===== src/rtl/aps_pkg.sv =====
// Shared types for the audio clock power-save controller.
package aps_pkg;
    // Clock index positions inside the presence vector
    localparam int CLK_SCK  = 0;
    localparam int CLK_BCK  = 1;
    localparam int CLK_LRCK = 2;
    localparam int NUM_CLK  = 3;

    // Power state; encoding is visible on state_o
    typedef enum logic [2:0] {
        ST_PDN       = 3'd0,
        ST_STBY      = 3'd1,
        ST_WAKE_BIAS = 3'd2,
        ST_WAKE_CP   = 3'd3,
        ST_RUN       = 3'd4
    } pwr_state_e;
endpackage


===== src/rtl/aps_clk_watch.sv =====
// Activity watchdog for one sampled clock.
// Reports present while an edge (either polarity) has been seen within
// the last WDOG_CYC reference cycles. Assumes lvl_i is already synchronous.
module aps_clk_watch #(
    parameter int WDOG_CYC = 64
) (
    input  logic clk,
    input  logic rst_n,
    input  logic lvl_i,
    output logic present_o
);
    localparam int CW = $clog2(WDOG_CYC + 1);

    logic          prev_q;
    logic [CW-1:0] idle_q;
    logic          edge_w;

    assign edge_w    = lvl_i ^ prev_q;
    assign present_o = (idle_q < CW'(WDOG_CYC));

    // Track previous level and cycles since the last edge, saturating
    always_ff @(posedge clk) begin
        if (!rst_n) begin
            prev_q <= 1'b0;
            idle_q <= CW'(WDOG_CYC);
        end else begin
            prev_q <= lvl_i;
            if (edge_w)
                idle_q <= '0;
            else if (idle_q != CW'(WDOG_CYC))
                idle_q <= idle_q + 1'b1;
        end
    end


    absent_after_idle_chk: assert property (@(posedge clk) disable iff (!rst_n)
        $fell(present_o) |-> $past(!edge_w));
endmodule


===== src/rtl/aps_halt_timer.sv =====
// Halt detector: counts reference cycles with bit clock and frame clock
// both low and flags expiry once the count reaches the coded limit.
// Assumes HALT_BASE >= 8 so that every code yields a nonzero limit.
module aps_halt_timer #(
    parameter int HALT_BASE = 24_000_000
) (
    input  logic       clk,
    input  logic       rst_n,
    input  logic       bck_i,
    input  logic       lrck_i,
    input  logic [2:0] sel_i,
    output logic       halt_o
);
    localparam int HALT_MAX = HALT_BASE * 16;
    localparam int HW       = $clog2(HALT_MAX + 1);

    logic [HW-1:0] lim_w;
    logic [HW-1:0] cnt_q;

    // Map halt code to a cycle limit: 0 nominal, 1..3 shorter, 4..7 longer
    always_comb begin
        case (sel_i)
            3'd0:    lim_w = HW'(HALT_BASE);
            3'd1:    lim_w = HW'(HALT_BASE / 2);
            3'd2:    lim_w = HW'(HALT_BASE / 4);
            3'd3:    lim_w = HW'(HALT_BASE / 8);
            3'd4:    lim_w = HW'(HALT_BASE * 2);
            3'd5:    lim_w = HW'(HALT_BASE * 4);
            3'd6:    lim_w = HW'(HALT_BASE * 8);
            default: lim_w = HW'(HALT_MAX);
        endcase
    end

    // Count consecutive low cycles; any high level restarts the count
    always_ff @(posedge clk) begin
        if (!rst_n)
            cnt_q <= '0;
        else if (bck_i || lrck_i)
            cnt_q <= '0;
        else if (cnt_q < lim_w)
            cnt_q <= cnt_q + 1'b1;
    end

    assign halt_o = (cnt_q >= lim_w);


    halt_needs_low_chk: assert property (@(posedge clk) disable iff (!rst_n)
        $rose(halt_o) && $stable(sel_i) |-> $past(!bck_i && !lrck_i));
endmodule


===== src/rtl/aps_gnd_frames.sv =====
// Grounded system clock qualifier: counts frame-clock rising edges while
// the system clock is absent and held at 0 and both serial clocks are
// present. Reports ok after FRAMES such edges.
module aps_gnd_frames #(
    parameter int FRAMES = 16
) (
    input  logic clk,
    input  logic rst_n,
    input  logic sck_i,
    input  logic lrck_i,
    input  logic sck_pres_i,
    input  logic bck_pres_i,
    input  logic lrck_pres_i,
    output logic gnd_ok_o
);
    localparam int FW = $clog2(FRAMES + 1);

    logic          lr_prev_q;
    logic [FW-1:0] frm_q;
    logic          qual_w;
    logic          lr_rise_w;

    assign qual_w    = !sck_i && !sck_pres_i && bck_pres_i && lrck_pres_i;
    assign lr_rise_w = lrck_i && !lr_prev_q;
    assign gnd_ok_o  = (frm_q == FW'(FRAMES));

    // Count qualifying frame periods, cleared whenever the condition breaks
    always_ff @(posedge clk) begin
        if (!rst_n) begin
            lr_prev_q <= 1'b0;
            frm_q     <= '0;
        end else begin
            lr_prev_q <= lrck_i;
            if (!qual_w)
                frm_q <= '0;
            else if (lr_rise_w && (frm_q != FW'(FRAMES)))
                frm_q <= frm_q + 1'b1;
        end
    end


    gnd_needs_low_chk: assert property (@(posedge clk) disable iff (!rst_n)
        $rose(gnd_ok_o) |-> $past(!sck_i));
endmodule


===== src/rtl/aps_seq_fsm.sv =====
// Power state sequencer. Chooses between run, standby and power-down from
// clock validity, halt expiry and software commands, and walks wake-up
// through bias, then charge pump, then DAC with SETTLE cycles per step.
// Both command bits high is the software power-up command.
module aps_seq_fsm
    import aps_pkg::*;
#(
    parameter int SETTLE = 256
) (
    input  logic       clk,
    input  logic       rst_n,
    input  logic       clk_ok_i,
    input  logic       halt_i,
    input  logic       sw_stby_i,
    input  logic       sw_pdn_i,
    output pwr_state_e state_o,
    output logic       bias_en_o,
    output logic       cp_en_o,
    output logic       dac_en_o
);
    localparam int SW = $clog2(SETTLE + 1);

    pwr_state_e    st_q, st_d;
    logic [SW-1:0] set_q;
    logic          lk_stby_q, lk_pdn_q;
    logic          sw_up_w, req_stby_w, req_pdn_w;
    logic          go_pdn_w, go_stby_w, settled_w;

    assign sw_up_w    = sw_stby_i && sw_pdn_i;
    assign req_stby_w = sw_stby_i && !sw_pdn_i;
    assign req_pdn_w  = sw_pdn_i && !sw_stby_i;
    assign go_pdn_w   = halt_i || req_pdn_w || (lk_pdn_q && !sw_up_w);
    assign go_stby_w  = !clk_ok_i || req_stby_w || (lk_stby_q && !sw_up_w);
    assign settled_w  = (set_q == SW'(SETTLE - 1));

    // Next-state choice; power-down always outranks standby
    always_comb begin
        st_d = st_q;
        case (st_q)
            ST_PDN:       if (!go_pdn_w && !go_stby_w) st_d = ST_WAKE_BIAS;
            ST_STBY:      if (go_pdn_w) st_d = ST_PDN;
                          else if (!go_stby_w) st_d = ST_WAKE_CP;
            ST_WAKE_BIAS: if (go_pdn_w || go_stby_w) st_d = ST_PDN;
                          else if (settled_w) st_d = ST_WAKE_CP;
            ST_WAKE_CP:   if (go_pdn_w) st_d = ST_PDN;
                          else if (go_stby_w) st_d = ST_STBY;
                          else if (settled_w) st_d = ST_RUN;
            ST_RUN:       if (go_pdn_w) st_d = ST_PDN;
                          else if (go_stby_w) st_d = ST_STBY;
            default:      st_d = ST_PDN;
        endcase
    end

    // State register and per-state settle counter
    always_ff @(posedge clk) begin
        if (!rst_n) begin
            st_q  <= ST_PDN;
            set_q <= '0;
        end else begin
            st_q <= st_d;
            if (st_d != st_q)
                set_q <= '0;
            else if (!settled_w)
                set_q <= set_q + 1'b1;
        end
    end

    // Software sleep latches, released only by the power-up command
    always_ff @(posedge clk) begin
        if (!rst_n) begin
            lk_stby_q <= 1'b0;
            lk_pdn_q  <= 1'b0;
        end else if (sw_up_w) begin
            lk_stby_q <= 1'b0;
            lk_pdn_q  <= 1'b0;
        end else begin
            lk_stby_q <= lk_stby_q || req_stby_w;
            lk_pdn_q  <= lk_pdn_q || req_pdn_w;
        end
    end

    assign state_o   = st_q;
    assign bias_en_o = (st_q != ST_PDN);
    assign cp_en_o   = (st_q == ST_STBY) || (st_q == ST_WAKE_CP) || (st_q == ST_RUN);
    assign dac_en_o  = (st_q == ST_RUN);


    halt_to_pdn_chk: assert property (@(posedge clk) disable iff (!rst_n)
        halt_i |=> (st_q == ST_PDN));

    cp_after_bias_chk: assert property (@(posedge clk) disable iff (!rst_n)
        $rose(cp_en_o) |-> $past(bias_en_o));

    dac_after_cp_chk: assert property (@(posedge clk) disable iff (!rst_n)
        $rose(dac_en_o) |-> $past(cp_en_o));

    sw_pdn_chk: assert property (@(posedge clk) disable iff (!rst_n)
        (sw_pdn_i && !sw_stby_i) |=> (st_q == ST_PDN));

    sleep_hold_chk: assert property (@(posedge clk) disable iff (!rst_n)
        ((lk_stby_q || lk_pdn_q) && !sw_up_w && (st_q != ST_RUN)) |=> (st_q != ST_RUN));
endmodule


===== src/rtl/aud_pwr_save_ctrl.sv =====
// Top of the audio clock power-save controller. Assumes all three audio
// clocks are already synchronised into the clk domain and toggle much
// slower than clk. Produces domain enables and the current power state.
module aud_pwr_save_ctrl
    import aps_pkg::*;
#(
    parameter int WDOG_CYC  = 64,
    parameter int HALT_BASE = 24_000_000,
    parameter int FRAMES    = 16,
    parameter int SETTLE    = 256
) (
    input  logic       clk,
    input  logic       rst_n,
    input  logic       sck_i,
    input  logic       bck_i,
    input  logic       lrck_i,
    input  logic       sw_stby_i,
    input  logic       sw_pdn_i,
    input  logic [2:0] halt_sel_i,
    output logic       dac_en_o,
    output logic       cp_en_o,
    output logic       bias_en_o,
    output logic [2:0] state_o
);
    logic [NUM_CLK-1:0] lvl_w;
    logic [NUM_CLK-1:0] pres_w;
    logic               halt_w;
    logic               gnd_ok_w;
    logic               clk_ok_w;
    pwr_state_e         st_w;

    assign lvl_w[CLK_SCK]  = sck_i;
    assign lvl_w[CLK_BCK]  = bck_i;
    assign lvl_w[CLK_LRCK] = lrck_i;

    // One activity watchdog per monitored clock
    for (genvar g = 0; g < NUM_CLK; g++) begin : g_watch
        aps_clk_watch #(.WDOG_CYC(WDOG_CYC)) u_watch (
            .clk       (clk),
            .rst_n     (rst_n),
            .lvl_i     (lvl_w[g]),
            .present_o (pres_w[g])
        );
    end

    aps_halt_timer #(.HALT_BASE(HALT_BASE)) u_halt (
        .clk    (clk),
        .rst_n  (rst_n),
        .bck_i  (bck_i),
        .lrck_i (lrck_i),
        .sel_i  (halt_sel_i),
        .halt_o (halt_w)
    );

    aps_gnd_frames #(.FRAMES(FRAMES)) u_gnd (
        .clk         (clk),
        .rst_n       (rst_n),
        .sck_i       (sck_i),
        .lrck_i      (lrck_i),
        .sck_pres_i  (pres_w[CLK_SCK]),
        .bck_pres_i  (pres_w[CLK_BCK]),
        .lrck_pres_i (pres_w[CLK_LRCK]),
        .gnd_ok_o    (gnd_ok_w)
    );

    assign clk_ok_w = pres_w[CLK_BCK] && pres_w[CLK_LRCK] &&
                      (pres_w[CLK_SCK] || gnd_ok_w);

    aps_seq_fsm #(.SETTLE(SETTLE)) u_fsm (
        .clk       (clk),
        .rst_n     (rst_n),
        .clk_ok_i  (clk_ok_w),
        .halt_i    (halt_w),
        .sw_stby_i (sw_stby_i),
        .sw_pdn_i  (sw_pdn_i),
        .state_o   (st_w),
        .bias_en_o (bias_en_o),
        .cp_en_o   (cp_en_o),
        .dac_en_o  (dac_en_o)
    );

    assign state_o = st_w;


    stby_on_missing_chk: assert property (@(posedge clk) disable iff (!rst_n)
        (!clk_ok_w && !halt_w && (st_w == ST_RUN)) |=> (state_o == 3'd1));
endmodule


===== config.mk =====
export PLATFORM = sky130hd
export DESIGN_NAME = aud_pwr_save_ctrl
export DESIGN_NICKNAME = d
export VERILOG_FILES = /design/src/rtl/aps_pkg.sv /design/src/rtl/aps_clk_watch.sv /design/src/rtl/aps_halt_timer.sv /design/src/rtl/aps_gnd_frames.sv /design/src/rtl/aps_seq_fsm.sv /design/src/rtl/aud_pwr_save_ctrl.sv
export SDC_FILE = /design/constraint.sdc
export NUM_CORES = 1
export LEC_CHECK = 0
export BUFFER_PORTS_ARGS = -buffer_cell sky130_fd_sc_hd__buf_2
export CORE_ASPECT_RATIO = 1.2
export CORE_MARGIN = 10
export CORE_UTILIZATION = 35
export DETAILED_ROUTE_END_ITERATION = 16
export HOLD_SLACK_MARGIN = 0.03
export PLACE_DENSITY = 0.61
export SLEW_MARGIN = 20
export SYNTH_ARGS = -nofsm -noshare
export SYNTH_HDL_FRONTEND = slang
export SYNTH_HIERARCHICAL = 1
export SYNTH_SLANG_ARGS = --single-unit

===== constraint.sdc =====
create_clock -name clk -period 4.04 [get_ports clk]
set_clock_uncertainty 0.2 [all_clocks]
set_input_delay 0.202 -clock clk [delete_from_list [all_inputs] [get_ports clk]]
set_output_delay 0.202 -clock clk [all_outputs]
set_load 0.01 [all_outputs]

Word level (Yosys, flattened, before mapping):

Cells that the tools add are included.

* bits in registers: 72
* input port bits: 10
* output and inout port bits: 6
* logic and storage cells: 111

* add/subtract/negate cells: 6
* $lt $le $gt $ge: 5
* equality and inequality tests: 17
* mux-type cells: 18
* bitwise logic cells: 4
* reductions and logical operators: 46

Operator list (number)
* $pmux 29 s7: 1
* $mux 7: 6
* $mux 3: 10
* $add 29x1->29 const B: 1
* $ge 29x29->1: 1
* $lt 29x29->1: 1
* $add 7x1->7 const B: 3
* $lt 7x7->1 const B: 3
* $ne 7x7->1 const B: 3
* $pmux 3 s5: 1
* $logic_and 1x1->1: 13
* $eq 3x2->1 const B: 4
* $eq 3x3->1 const B: 4
* $reduce_or 2->1: 6
* $logic_or 1x1->1: 11
* $add 9x1->9 const B: 1
* $eq 9x8->1 const B: 1
* $logic_not 1->1: 9
* $eq 3x1->1 const B: 2
* $logic_not 3->1: 2
* $reduce_bool 2->1: 3
* $add 5x1->5 const B: 1
* $eq 5x5->1 const B: 1
* $ne 5x5->1 const B: 1
* other kinds (5): 7

Depth between registers and ports, before layout:

* word-level depth: 12
* mapped depth: 16

By module:

The synthesis kept the hierarchy.

Modules (own cells, without submodules)
* aps_halt_timer: instances 1, cells an instance 272, area an instance 2127.0 µm²
* aps_clk_watch: instances 3, cells an instance 42, area an instance 372.9 µm²
* aps_seq_fsm: instances 1, cells an instance 85, area an instance 757.0 µm²
* aps_gnd_frames: instances 1, cells an instance 35, area an instance 299.0 µm²
* aud_pwr_save_ctrl: instances 1, cells an instance 1, area an instance 10.0 µm²

Least setup slack after synthesis:

No wires, ideal clock.

* path kind: input port to flip-flop
* start point: in halt_sel_i[2]
* end point: reg u_fsm.set_q[0]
* library setup time: 134 ps
* arrival time: 3105 ps
* data required time: 3706 ps
* slack: 601 ps
* stages: 14
* path buffers: 3
* cells stage by stage: clkbuf_1 nor2b_1 a21oi_1 ha_1 a21o_1 a221o_1 a22oi_1 nand4_1 buf_2 buf_2 o21bai_1 a211o_1 o311ai_4 nor3_1

* word-level cells in the longest chain between the ends: 11
* elaborated cells between the ends (all ways): 22
* those cells by class: order compare: 1; eq/ne: 7; mux: 7; reduce/logical: 7

Ends and longest elaborated chain
* start: declaration: RTL line aud_pwr_save_ctrl.sv:19 `input logic [2:0] halt_sel_i,`
* $eq 3x3->1, or another cell as far along: RTL line aps_halt_timer.sv:22 `case (sel_i)`
* $pmux 29 s7 *: RTL line aps_halt_timer.sv:22
* $ge 29x29->1 *: RTL line aps_halt_timer.sv:44 `assign halt_o = (cnt_q >= lim_w);`
* via halt_w: RTL line aud_pwr_save_ctrl.sv:27 `logic halt_w;`
* $logic_or 1x1->1 * (2 in series): RTL line aps_seq_fsm.sv:32 `assign go_pdn_w = halt_i || req_pdn_w || (lk_pdn_q && !sw_up_w);`
* $logic_not 1->1: RTL line aps_seq_fsm.sv:40 `ST_PDN: if (!go_pdn_w && !go_stby_w) st_d = ST_WAKE_BIAS;`
* $logic_and 1x1->1: RTL line aps_seq_fsm.sv:40
* $mux 3: RTL line aps_seq_fsm.sv:40
* $pmux 3 s5 *: RTL line aps_seq_fsm.sv:39 `case (st_q)`
* $ne 3x3->1 *: RTL line aps_seq_fsm.sv:61 `if (st_d != st_q)`
* $reduce_or 2->1 (no source line) *
* end signal: assignment: RTL line aps_seq_fsm.sv:64 `set_q <= set_q + 1'b1;`
* end: declaration: RTL line aps_seq_fsm.sv:24 `logic [SW-1:0] set_q;`

The timed path passes the listed nets; every way through them passes the cells marked *.
A chain may end at the register's enable or synchronous reset.

Worst setup path in the final report:

* start point: in halt_sel_i[2]
* end point: reg u_fsm.set_q[7]

Same word-level chain as after synthesis.

==> key figures <==
Floorplanning
  – Initial cell density of the core: 35.6%
  – DIE AREA: 17200 um2
  – Core Area: 12100 um2
  – Die width: 121 um
  – Die Ht: 142 um
  – Number of core rows: 44
  – I/O pin total: 16

Timing
  – Setup violations, final: 0
  – Slew @ Worst Pin: 0.926 ns
  – Post-route setup TNS: 0 ns
  – Period utilization: 78.9%
  – Post-layout min period: 3.19 ns
  – Final Hold Viols: 0
  – Final Slew Violations: 0
  – Relative slew slack: 38.1%
  – Max Fclk: 314 MHz
  – RSZ-0062 raised after global routing: false
  – Final worst slack: 0.852 ns

Yosys
  – Share of the synthesized area in the top cell type: 33.9%
  – Cell accounting for the most synthesized area: dfxtp_1
  – FFs w/ async S/R, synth: 0%
  – Synthesized area per cell: 8.31 um2
  – Post-synth EDFFs: 0
  – Synth Flop Type: dfxtp_1
  – Post-Synthesis Cells: 519
  – Top cells by area, synth: dfxtp_1 (34%), ha_1 (10%), a21oi_1 (5.7%)
  – Seq/Total Area, Yosys: 33.9%
  – Mapped Area: 4310 um2
  – Cell variety after synth: 51
  – Syn Nets: 564
  – Number of synthesized register bits: 73
  – Synth warn: 6

Setup path
  – WP data arrival: 3.24 ns
  – CP Capture Type: flop
  – CP Launch Point: halt_sel_i[2]
  – Worst Setup Path Type: input pin to flop
  – Worst setup SP type: input pin
  – FF-to-FF End: u_fsm/set_q[7]
  – Reg-to-reg setup timing slack: 0.98 ns
  – Reg-to-Reg Start: u_halt/cnt_q[26]
  – WP data required: 4.09 ns
  – Worst setup path end: u_fsm/set_q[7]
  – Worst-path maximum fanout: 15
  – R2R cell count: 10

Cells and area
  – ANT cells: 0
  – Area delta synth->final: 13.5%
  – Nets: 580
  – Most frequent cells in the layout: dfxtp_1 (73), nand2_1 (50), a21oi_1 (49), ha_1 (35), o21ai_0 (28)
  – Share of cells above drive strength 1: 8.52%
  – FILL cells: 1218
  – Commonest non-fill, non-tap cell in the layout: dfxtp_1

Placement
  – Post-place setup slack: 0.508 ns
  – RD Place Congestion: 0.831
  – Detailed placer's ending HPWL: 6760 um
  – Port buffer count: 15

Status
  – Status: complete, no violations

Detailed routing
  – DR vias: 3781
  – Avg WL per Cell: 13.0 um
  – 1st-iter DRT viols: 242
  – Drt first pass iters: 4
  – Wirelength, routed: 9150 um
  – Antenna viol nets, final: 0
  – DRC viols: 0
  – Vias per Instance: 5.39

Global routing
  – Global-route wire length before repair: 16000 um
  – Vias in the first global route: 3622
  – Largest net degree at the start of global routing: 57
  – Remaining Overflow, GRT: 0
  – Antenna violations before repair: 0
  – GRT Overall Usage: 10.9%

CTS
  – Clock Path Buffers: 2
  – Clock Pin Slew Worst Setup and Hold Paths: 0.06 ns
  – H-tree levels: 3
  – Clock Latency Late Sink: 0.33 ns
  – Setup Fix Bufs, Post-CTS: 0
  – CTS tree: built
  – Clk sink count: 73
  – Root Buffer: clkbuf_16
  – Num CTS Buffers: 9

Hold path
  – Worst hold path type: input pin to flop

Flow run
  – Maxcap violations: 0

Power
  – PwrDens: 355 nW/um2
  – Worst IR Drop VDD: 0.000175 V
  – P_leak: 1.75 nW
how the worst min path moves through the flow:
stage | from | endpoint | slack, ns | cells after the start
2_1_floorplan | rst_n | g_watch[0].u_watch/idle_q[6] | 0.09 | 1
3_3_place_gp | sck_i | g_watch[0].u_watch/prev_q | 0.27 | 2
3_5_place_dp | sck_i | g_watch[0].u_watch/prev_q | 0.26 | 2
4_1_cts | sw_stby_i | u_fsm/lk_stby_q | 0.04 | 3
5_1_grt | sw_stby_i | u_fsm/lk_stby_q | 0.08 | 3
6_report | sw_stby_i | u_fsm/lk_stby_q | 0.04 | 3
cell type report:
| type | instances | area [um2] | area share [%] |
|---|---|---|---|
| clock buffers | 9 | 225 | 4.60 |
| clock inverters | 7 | 101 | 2.07 |
| inverters | 19 | 71.3 | 1.46 |
| multi-input cells | 413 | 2720 | 55.6 |
| flip-flops and latches | 73 | 1460 | 29.9 |
| well taps | 161 | 201 | 4.12 |
| repair buffers | 19 | 113 | 2.30 |
synth_stat cells, drive strengths merged, types with 7 or more instances:
cell	instances
xor2	10
o21ai	29
nand2	50
nor3	17
clkbuf	8
a21oi	50
o31ai	12
ha	35
dfxtp	73
or4	13
nand3	23
inv	19
xnor2	14
or3	25
nand4	13
and2	10
o21a	7
and3	10
nor2	26
nand2b	16
logic make-up (layout without fill, tap and decap cells):
kind of cell	count (synthesis)	count (layout)	share of synthesized area, %
compound gates	124	124	18.1
mux	3	3	0.812
buf+inv	33	54	3.05
xor+xnor	24	24	4.88
simple gates	227	227	29.1
fa+ha+maj	35	35	10.2
flops	73	73	33.9
sequential cells by signal, indices dropped and copies added, names as in the netlist:
register / count
u_fsm/lk_pdn_q: 1
u_fsm/set_q: 9
u_gnd/lr_prev_q: 1
u_fsm/lk_stby_q: 1
g_watch.u_watch/prev_q: 3
u_gnd/frm_q: 5
u_halt/cnt_q: 29
u_fsm/state_o: 3
g_watch.u_watch/idle_q: 21
power breakdown:
group	internal, mW	switching [mW]	leakage, nW
sequential	0.733	0.0119	0.592
combinational	0.0525	0.0737	1.01
clock	0.546	0.321	0.153
stage by stage:
stage	instances	hold slack [ns]	cell area [um2]	total power, mW	utilization, %
2_1_floorplan	519	0.0933	4310	0.851	-
3_3_place_gp	682	0.266	4540	0.880	37.4
3_5_place_dp	682	0.260	4540	0.886	37.4
4_1_cts	701	0.0369	4890	1.77	40.4
5_1_grt	701	0.0751	4890	1.82	40.4
6_report	701	0.0428	4890	1.74	40.4
worst max-delay path: stages:
cell and delay (ns):
buf_2 0.22, nand2b_1 0.22, nand2_1 0.07, nor2_1 0.09, a21oi_1 0.05, ha_1 0.32
nand4_1 0.12, nor4_1 0.50, a22oi_1 0.18, nand4_1 0.15, o21bai_1 0.24, a2111oi_2 0.11
a31o_2 0.27, mux2_4 0.31, nor3_1 0.19
metal layers:
| metal | vias up | track usage, % | share of wire, % |
|---|---|---|---|
| li1 | 1940 | - | - |
| met1 | 1787 | 13.0 | 46 |
| met2 | 43 | 18.4 | 49 |
| met3 | 11 | 2.94 | 3.7 |
| met4 | 0 | 3.58 | 1.6 |
| met5 | - | 0 | 0 |
repair_timing:
| action | in CTS | in global routing |
|---|---|---|
| gates resized for setup | 0 | 0 |
| endpoints found under the hold margin | 4 | 0 |
| hold buffers | 3 | 0 |
(Power assumes the default switching activity.)
